$ cat src/rtl/pfx_pkg.sv
package pfx_pkg;

    // Generate/propagate pair for a column or a group of columns.
    typedef struct packed {
        logic g;
        logic p;
    } gp_t;

    // Merge an upper group with the adjacent lower group.
    function automatic gp_t gp_merge(input gp_t upper, input gp_t lower);
        gp_t r;
        r.g = upper.g | (upper.p & lower.g);
        r.p = upper.p & lower.p;
        return r;
    endfunction

    function automatic bit is_pow2(input int n);
        return (n > 0) && ((n & (n - 1)) == 0);
    endfunction

endpackage

$ cat src/rtl/pfx_col_gp.sv
module pfx_col_gp
    import pfx_pkg::*;
#(
    parameter int WIDTH = 32
) (
    input  logic [WIDTH-1:0] op_a,
    input  logic [WIDTH-1:0] op_b,
    input  logic             carry_in,
    output gp_t  [WIDTH-1:0] raw_gp,
    output gp_t  [WIDTH-1:0] seed_gp,
    output logic [WIDTH-1:0] half_sum
);
    gp_t low_col;

    // The column below bit 0 carries the carry-in: it generates but never propagates.
    assign low_col.g = carry_in;
    assign low_col.p = 1'b0;

    for (genvar c = 0; c < WIDTH; c++) begin : g_col
        assign raw_gp[c].g = op_a[c] & op_b[c];
        assign raw_gp[c].p = op_a[c] | op_b[c];
        assign half_sum[c] = op_a[c] ^ op_b[c];
        if (c == 0) begin : g_fold
            assign seed_gp[c] = gp_merge(raw_gp[c], low_col);
        end else begin : g_pass
            assign seed_gp[c] = raw_gp[c];
        end
    end

    always_comb begin
        AST_SEED_NO_PROP: assert (!seed_gp[0].p) else $error("bit 0 group propagates past carry_in");
    end
endmodule

$ cat src/rtl/pfx_tree.sv
module pfx_tree
    import pfx_pkg::*;
#(
    parameter int WIDTH = 32
) (
    input  gp_t [WIDTH-1:0] seed_gp,
    output gp_t [WIDTH-1:0] grp_gp
);
    localparam int LEVELS = $clog2(WIDTH);

    gp_t [WIDTH-1:0] stage [0:LEVELS];

    assign stage[0] = seed_gp;

    for (genvar lv = 0; lv < LEVELS; lv++) begin : g_lvl
        localparam int DIST = 1 << lv;
        for (genvar c = 0; c < WIDTH; c++) begin : g_cell
            if (c >= DIST) begin : g_merge
                assign stage[lv+1][c] = gp_merge(stage[lv][c], stage[lv][c-DIST]);
            end else begin : g_buf
                assign stage[lv+1][c] = stage[lv][c];
            end
        end
    end

    assign grp_gp = stage[LEVELS];

    always_comb begin
        for (int c = 0; c < WIDTH; c++) begin
            AST_GROUP_NO_PROP: assert (!grp_gp[c].p) else $error("group %0d propagates", c);
        end
    end
endmodule

$ cat src/rtl/pfx_sum.sv
module pfx_sum
    import pfx_pkg::*;
#(
    parameter int WIDTH = 32
) (
    input  gp_t  [WIDTH-1:0] raw_gp,
    input  logic [WIDTH-1:0] half_sum,
    input  gp_t  [WIDTH-1:0] grp_gp,
    input  logic             carry_in,
    output logic [WIDTH-1:0] sum,
    output logic             carry_out
);
    logic [WIDTH:0] col_carry;

    assign col_carry[0] = carry_in;
    for (genvar c = 1; c <= WIDTH; c++) begin : g_carry
        assign col_carry[c] = grp_gp[c-1].g;
    end

    assign sum       = half_sum ^ col_carry[WIDTH-1:0];
    assign carry_out = col_carry[WIDTH];

    always_comb begin
        for (int c = 0; c < WIDTH; c++) begin
            AST_CARRY_RECUR: assert (col_carry[c+1] == (raw_gp[c].g | (raw_gp[c].p & col_carry[c])))
                else $error("carry recurrence broken at %0d", c);
        end
    end
endmodule

$ cat src/rtl/pfx_adder.sv
module pfx_adder
    import pfx_pkg::*;
#(
    parameter int WIDTH = 32
) (
    input  logic [WIDTH-1:0] op_a,
    input  logic [WIDTH-1:0] op_b,
    input  logic             carry_in,
    output logic [WIDTH-1:0] sum,
    output logic             carry_out
);
    gp_t  [WIDTH-1:0] raw_gp;
    gp_t  [WIDTH-1:0] seed_gp;
    gp_t  [WIDTH-1:0] grp_gp;
    logic [WIDTH-1:0] half_sum;

    initial begin
        AST_WIDTH_POW2: assert (is_pow2(WIDTH)) else $error("WIDTH must be a power of two");
    end

    pfx_col_gp #(.WIDTH(WIDTH)) u_col (
        .op_a     (op_a),
        .op_b     (op_b),
        .carry_in (carry_in),
        .raw_gp   (raw_gp),
        .seed_gp  (seed_gp),
        .half_sum (half_sum)
    );

    pfx_tree #(.WIDTH(WIDTH)) u_tree (
        .seed_gp (seed_gp),
        .grp_gp  (grp_gp)
    );

    pfx_sum #(.WIDTH(WIDTH)) u_sum (
        .raw_gp    (raw_gp),
        .half_sum  (half_sum),
        .grp_gp    (grp_gp),
        .carry_in  (carry_in),
        .sum       (sum),
        .carry_out (carry_out)
    );

    always_comb begin
        AST_SUM_MATCH: assert ({carry_out, sum} == ({1'b0, op_a} + {1'b0, op_b} + {{WIDTH{1'b0}}, carry_in}))
            else $error("sum mismatch");
        AST_FULL_PROP: assert (!(&(op_a ^ op_b)) || (carry_out == carry_in))
            else $error("all-propagate carry mismatch");
        AST_ZERO_OPS: assert (!((op_a == '0) && (op_b == '0)) || (!carry_out && (sum == {{(WIDTH-1){1'b0}}, carry_in})))
            else $error("zero operands mismatch");
    end
endmodule

$ cat config.mk
export PLATFORM = sky130hd
export DESIGN_NAME = pfx_adder
export DESIGN_NICKNAME = d
export VERILOG_FILES = /design/src/rtl/pfx_pkg.sv /design/src/rtl/pfx_col_gp.sv /design/src/rtl/pfx_tree.sv /design/src/rtl/pfx_sum.sv /design/src/rtl/pfx_adder.sv
export SDC_FILE = /design/constraint.sdc
export NUM_CORES = 1
export LEC_CHECK = 0
export ABC_AREA = 0
export ABC_CLOCK_PERIOD_IN_PS = 3230
export BUFFER_PORTS_ARGS = -buffer_cell sky130_fd_sc_hd__buf_2
export CORE_MARGIN = 3
export CORE_UTILIZATION = 52
export DETAILED_ROUTE_END_ITERATION = 16
export PLACE_DENSITY = 0.85
export SYNTH_ARGS = -nofsm -noshare
export SYNTH_HDL_FRONTEND = slang
export SYNTH_SLANG_ARGS = --single-unit
$ cat constraint.sdc
create_clock -name vclk -period 3.23
set_input_delay 0.1615 -clock vclk [all_inputs]
set_output_delay 0.1615 -clock vclk [all_outputs]
set_load 0.005 [all_outputs]
==> impl_metrics.tcl, run 1 <==
set metrics [dict create \
    grt_pass1_vias 2354 \
    max_freq_mhz 339 \
    clkPwrFrac_pct 0 \
    setup_total_negative_slack_ns 0 \
    final.min_clock_period_ns 2.95 \
    timing.critical_path.fanout_max 3 \
    number_of_cells_in_the_finished_layout_apart_from_fillers 496 \
    postSynthNetCount 475 \
    cp_data_arrival_time_ns 2.79 \
    met2RoutedLength_um 2990 \
    timing.final.hold_violations 0 \
    switching_share_of_power_pct 51.4 \
    boundaryPins 98 \
    routed_wl_um 5800 \
    worst_slew_pin_tran_ns 0.557 \
    share_seq_of_total_power_pct 0 \
    layout-area-overhead-vs-synth_pct 22.4 \
    cell_types_occupying_the_most_area_after_synthesis "sky130_fd_sc_hd__ha_1 (31%), sky130_fd_sc_hd__inv_1 (13%), sky130_fd_sc_hd__a21oi_1 (5.5%)" \
    initial_core_utilization_pct 55.3 \
    total_of_cells_resized_after_clock_tree_synthesis 0 \
    slew_headroom_pct 61.9 \
    synthesis.area_sq_mm 0.00248 \
    finalMaxSlewViolations 0 \
    yosysSeqAreaShare_pct 0 \
    start_kind "primary input" \
    detail_route.wirelength.met1_um 2520 \
    post_synth_num_cell_types 57 \
    floorplan.die.height_um 75.0 \
    post_synth_most_frequent_cells "sky130_fd_sc_hd__inv_1 (86), sky130_fd_sc_hd__ha_1 (62), sky130_fd_sc_hd__nor2_1 (28)" \
    setup_viol_count_final 0 \
    syn_area_per_cell_sq_um 7.16 \
    drt-pass1-iter-count 4 \
    setup_fix_buffers_added_after_clock_tree_synthesis 0 \
    min_delay_worst_endpoint "sum[0]" \
    worstPathRequired_ns 3.07 \
    fp-row-count 24 \
    routed-wl-met3_um 263 \
    vias 2623 \
    numPlacedInstances 496 \
    top_signal_layer_used "met4" \
    hp-start "carry_in" \
    post-route-drc-count 0 \
    cts_hold_buf 0 \
    fp.dieArea_sq_mm 0.00563 \
    port_buffers 98 \
    power.static_leakage_uw 0.00174 \
    cellPowerDensity_mw_per_mm2 174 \
    drt-vias-per-instance 5.29 \
    final.fill_count 388 \
    clockBufferCount 0 \
    wl_per_cell_um 11.7 \
    synthMostInstantiatedCell "sky130_fd_sc_hd__inv_1" \
    switching_power_uw 272 \
    worstHoldPathCells 3 \
    yosysWarningCount 0 \
    final_layout_size_suffix_gt1_share_pct 25.9 \
    rsz0062_at_grt "no" \
    vdd_ir_drop_max_v 0.000104 \
    synth_largest_area_cell "sky130_fd_sc_hd__ha_1" \
    finish.net_count 575 \
    grt_usage_pct 20.2 \
    first_iteration_detailed_routing_drc_count 90 \
    internal_power_summed_over_all_cells_uw 257 \
    netlist_instances 346 \
    detailed_place_hpwl_um 5230 \
    width_of_the_chip_um 75.0 \
    timing.final.crit_share_pct 91.4 \
    crit_path_kind "primary input to primary output" \
    cap_viol_max_count 0 \
    n_sequential_cell 0 \
    endpoint_class_of_the_critical_path "primary output" \
    ant_nets 0 \
    diodes 0 \
    fp.coreArea_sq_mm 0.00447 \
    synth_top_cell_area_share_pct 31.3 \
    run_status "complete, no violations" \
    maximum_number_of_pins_on_one_net_before_global_route_repair 8 \
    grt_overflow_total 0 \
    seqCellArea_sq_um 0 \
    grt_pass1_wl_um 9480 \
    grt_antenna_before_repair 0 \
    finalWeightedCongestion 0.931 \
    power.combinational.fraction_pct 100.0 \
    hp-class "primary input to primary output" \
]
[power groups by stage]
stage / registers (uW) / clock network [uW] / logic [uW]
6_report: 0 / 0 / 529
5_1_grt: 0 / 0 / 593
4_1_cts: 0 / 0 / 532
3_5_place_dp: 0 / 0 / 528
3_3_place_gp: 0 / 0 / 520
2_1_floorplan: 0 / 0 / 335
[stage by stage]
| step | total power (uW) | util (%) | setup WS [ns] | instance area, sq um | hold slack, ns |
|---|---|---|---|---|---|
| global route | 593 | 67.8 | 0.101 | 3030 | 0.672 |
| finish | 529 | 67.8 | 0.277 | 3030 | 0.661 |
| floorplan | 335 | - | 0.719 | 2480 | 0.472 |
| CTS | 532 | 67.8 | 0.269 | 3030 | 0.661 |
| global placement | 520 | 67.8 | 0.313 | 3030 | 0.651 |
| detailed placement | 528 | 67.8 | 0.263 | 3030 | 0.660 |
[worst max-delay path: stages]
cell	delay [ns]
sky130_fd_sc_hd__buf_2	0.11
sky130_fd_sc_hd__fa_1	0.45
sky130_fd_sc_hd__fa_1	0.41
sky130_fd_sc_hd__nand2b_1	0.15
sky130_fd_sc_hd__a2111oi_4	0.10
sky130_fd_sc_hd__o31ai_1	0.34
sky130_fd_sc_hd__a311oi_2	0.18
sky130_fd_sc_hd__o21ai_1	0.25
sky130_fd_sc_hd__a41oi_2	0.18
sky130_fd_sc_hd__a311o_1	0.34
sky130_fd_sc_hd__buf_2	0.13
[kinds of logic (layout without fill, tap and decap cells)]
| group | after synthesis | count (layout) | synth area share [%] |
|---|---|---|---|
| buffers and inverters | 87 | 185 | 13.2 |
| AND/OR/NAND/NOR | 82 | 82 | 17.7 |
| AO/OA/AOI/OAI | 85 | 85 | 26.2 |
| XOR/XNOR | 27 | 27 | 9.55 |
| adder cells (fa/ha/maj) | 64 | 64 | 32.9 |
| multiplexers | 1 | 1 | 0.455 |
[routing by layer]
| layer | global-route usage (%) | vias up |
|---|---|---|
| met1 | 25.6 | 1209 |
| met3 | 0.801 | 2 |
| met5 | 0 | - |
| li1 | - | 1352 |
| met2 | 39.1 | 60 |
| met4 | 1.38 | 0 |
[final cells by class]
type,count,area (sq um),area share (%)
inverter,87,327,10.8
multi-input combinational,259,2150,70.9
tap,52,65.1,2.15
timing repair buffer,98,490,16.2
[worst max path at each step]
| stage | from | endpoint | cells past startpoint |
|---|---|---|---|
| final | op_a[0] | carry_out | 11 |
| after global placement | op_a[0] | carry_out | 11 |
| after detailed placement | op_a[0] | carry_out | 11 |
| after global routing | op_a[0] | carry_out | 11 |
| after CTS | op_a[0] | carry_out | 11 |
| after floorplan | op_a[0] | carry_out | 9 |
[cell usage in the layout (no fill, tap or decap), drive strengths merged, types with 2 or more instances in the layout]
cell type / n
ha: 62
a21boi: 2
inv: 87
and3: 2
a41oi: 2
a21o: 3
a311oi: 4
fa: 2
a2111oi: 2
o311a: 2
or2: 6
o21ai: 14
a211o: 2
o2111ai: 2
nor4: 3
o31ai: 6
nand4: 2
nand2: 7
o21bai: 4
a211oi: 4
nor3: 7
nor2: 28
and2: 2
xnor2: 12
xor2: 15
o221ai: 3
nand2b: 9
nor2b: 9
buf: 98
a21oi: 27
o211ai: 2
(Power assumes the default switching activity.)
==> run 2: changes to the inputs <==
CORE_UTILIZATION = 55   (was 52)
SYNTH_HIERARCHICAL = 1   (was not set)
==> impl_metrics.tcl, run 2 <==
set metrics [dict create \
    run_status "complete, no violations" \
    grt_antenna_before_repair 0 \
    worstPathRequired_ns 3.07 \
    crit_path_kind "primary input to primary output" \
    fp-row-count 25 \
    wl_per_cell_um 10.9 \
    cts_hold_buf 0 \
    cellPowerDensity_mw_per_mm2 168 \
    drt-vias-per-instance 5.03 \
    final_layout_size_suffix_gt1_share_pct 23.5 \
    layout-area-overhead-vs-synth_pct 2.49 \
    finalWeightedCongestion 0.898 \
    power_uw 494 \
    switching_power_uw 262 \
    power.combinational.fraction_pct 100.0 \
    slew_headroom_pct 70.7 \
    setup_fix_buffers_added_after_clock_tree_synthesis 0 \
    grt_overflow_total 0 \
    vdd_ir_drop_max_v 0.0000791 \
    setup_total_negative_slack_ns 0 \
    timing.final.hold_violations 0 \
    netlist_instances 419 \
    drt-pass1-iter-count 4 \
    fp.dieArea_sq_mm 0.00611 \
    boundaryPins 98 \
    syn_area_per_cell_sq_um 6.83 \
    fp.coreArea_sq_mm 0.00488 \
    postSynthNetCount 548 \
    internal_power_summed_over_all_cells_uw 232 \
    width_of_the_chip_um 78.1 \
    yosysWarningCount 6 \
    final.fill_count 483 \
    worst_slew_pin_tran_ns 0.428 \
    final.min_clock_period_ns 2.65 \
    port_buffers 98 \
    layout_commonest_cell "sky130_fd_sc_hd__inv_1" \
    post-route-drc-count 0 \
    commonest_cells_after_routing_fill_and_taps_aside "sky130_fd_sc_hd__inv_1 (105), sky130_fd_sc_hd__buf_2 (98), sky130_fd_sc_hd__ha_1 (64)" \
    grt_pass1_vias 2394 \
    first_iteration_detailed_routing_drc_count 207 \
    detailed_place_hpwl_um 5130 \
    grt_usage_pct 18.0 \
    number_of_cells_in_the_finished_layout_apart_from_fillers 518 \
    maximum_number_of_pins_on_one_net_before_global_route_repair 8 \
    total_of_cells_resized_after_clock_tree_synthesis 0 \
    diodes 0 \
    clkPwrFrac_pct 0 \
    ant_nets 0 \
    cp_data_arrival_time_ns 2.49 \
    vias 2606 \
    n_sequential_cell 0 \
    clockBufferCount 0 \
    floorplan.die.height_um 78.1 \
    finish.net_count 582 \
    seqCellArea_sq_um 0 \
    power.static_leakage_uw 0.00192 \
    share_seq_of_total_power_pct 0 \
    timing.final.crit_share_pct 82.0 \
    start_kind "primary input" \
    numPlacedInstances 518 \
    grt_pass1_wl_um 9700 \
    endpoint_class_of_the_critical_path "primary output" \
    initial_core_utilization_pct 58.7 \
    cap_viol_max_count 0 \
    switching_share_of_power_pct 53.1 \
    rsz0062_at_grt "no" \
    routed_wl_um 5670 \
    finalMaxSlewViolations 0 \
    setup_viol_count_final 0 \
    timing.critical_path.fanout_max 3 \
    hp-class "primary input to primary output" \
    max_freq_mhz 377 \
    synthesis.area_sq_mm 0.00286 \
]
[run 2: layer usage]
| layer | wire length (um) | GRT usage (%) | part of all wire, % |
|---|---|---|---|
| met5 | 0 | 0 | 0 |
| met4 | 62 | 2.27 | 1.1 |
| met3 | 407 | 1.83 | 7.2 |
| met2 | 2850 | 33.5 | 50 |
| met1 | 2340 | 22.7 | 41 |
[run 2: worst max-delay path, stage by stage]
cell	delay, ns
sky130_fd_sc_hd__buf_2	0.11
sky130_fd_sc_hd__inv_1	0.05
sky130_fd_sc_hd__ha_1	0.13
sky130_fd_sc_hd__inv_1	0.03
sky130_fd_sc_hd__a21o_1	0.18
sky130_fd_sc_hd__a211oi_1	0.34
sky130_fd_sc_hd__nor2_1	0.13
sky130_fd_sc_hd__o221a_2	0.30
sky130_fd_sc_hd__a211oi_1	0.40
sky130_fd_sc_hd__o21ai_1	0.18
sky130_fd_sc_hd__a21o_1	0.20
sky130_fd_sc_hd__xor2_1	0.15
sky130_fd_sc_hd__buf_2	0.12
[run 2: layout make-up]
class	count	area [sq um]	share of cell area (%)
Multi-Input combinational cell	248	1970	67.0
Inverter	105	394	13.4
Timing Repair Buffer	98	490	16.7
Tap cell	67	83.8	2.86
[run 2: power groups by stage]
stage                     combinational (uW)  clock [uW]  sequential (uW)
after global routing                     559           0                0
after detailed placement                 494           0                0
final                                    494           0                0
after global placement                   481           0                0
after CTS                                498           0                0
after floorplan                          357           0                0
[run 2: worst paths after layout]
path      from  slack, ns  depth (start not counted)  endpoint
min   carry_in       0.60                          3    sum[0]
max    op_a[0]       0.58                         13   sum[23]
[run 2: stage by stage]
step           setup slack [ns]  hold slack [ns]  cell area (sq um)  util, %
5_1_grt                   0.396            0.623               2930     60.1
6_report                  0.580            0.598               2930     60.1
3_3_place_gp              0.652            0.592               2930     60.1
2_1_floorplan              1.09            0.378               2860        -
4_1_cts                   0.557            0.603               2930     60.1
3_5_place_dp              0.566            0.600               2930     60.1
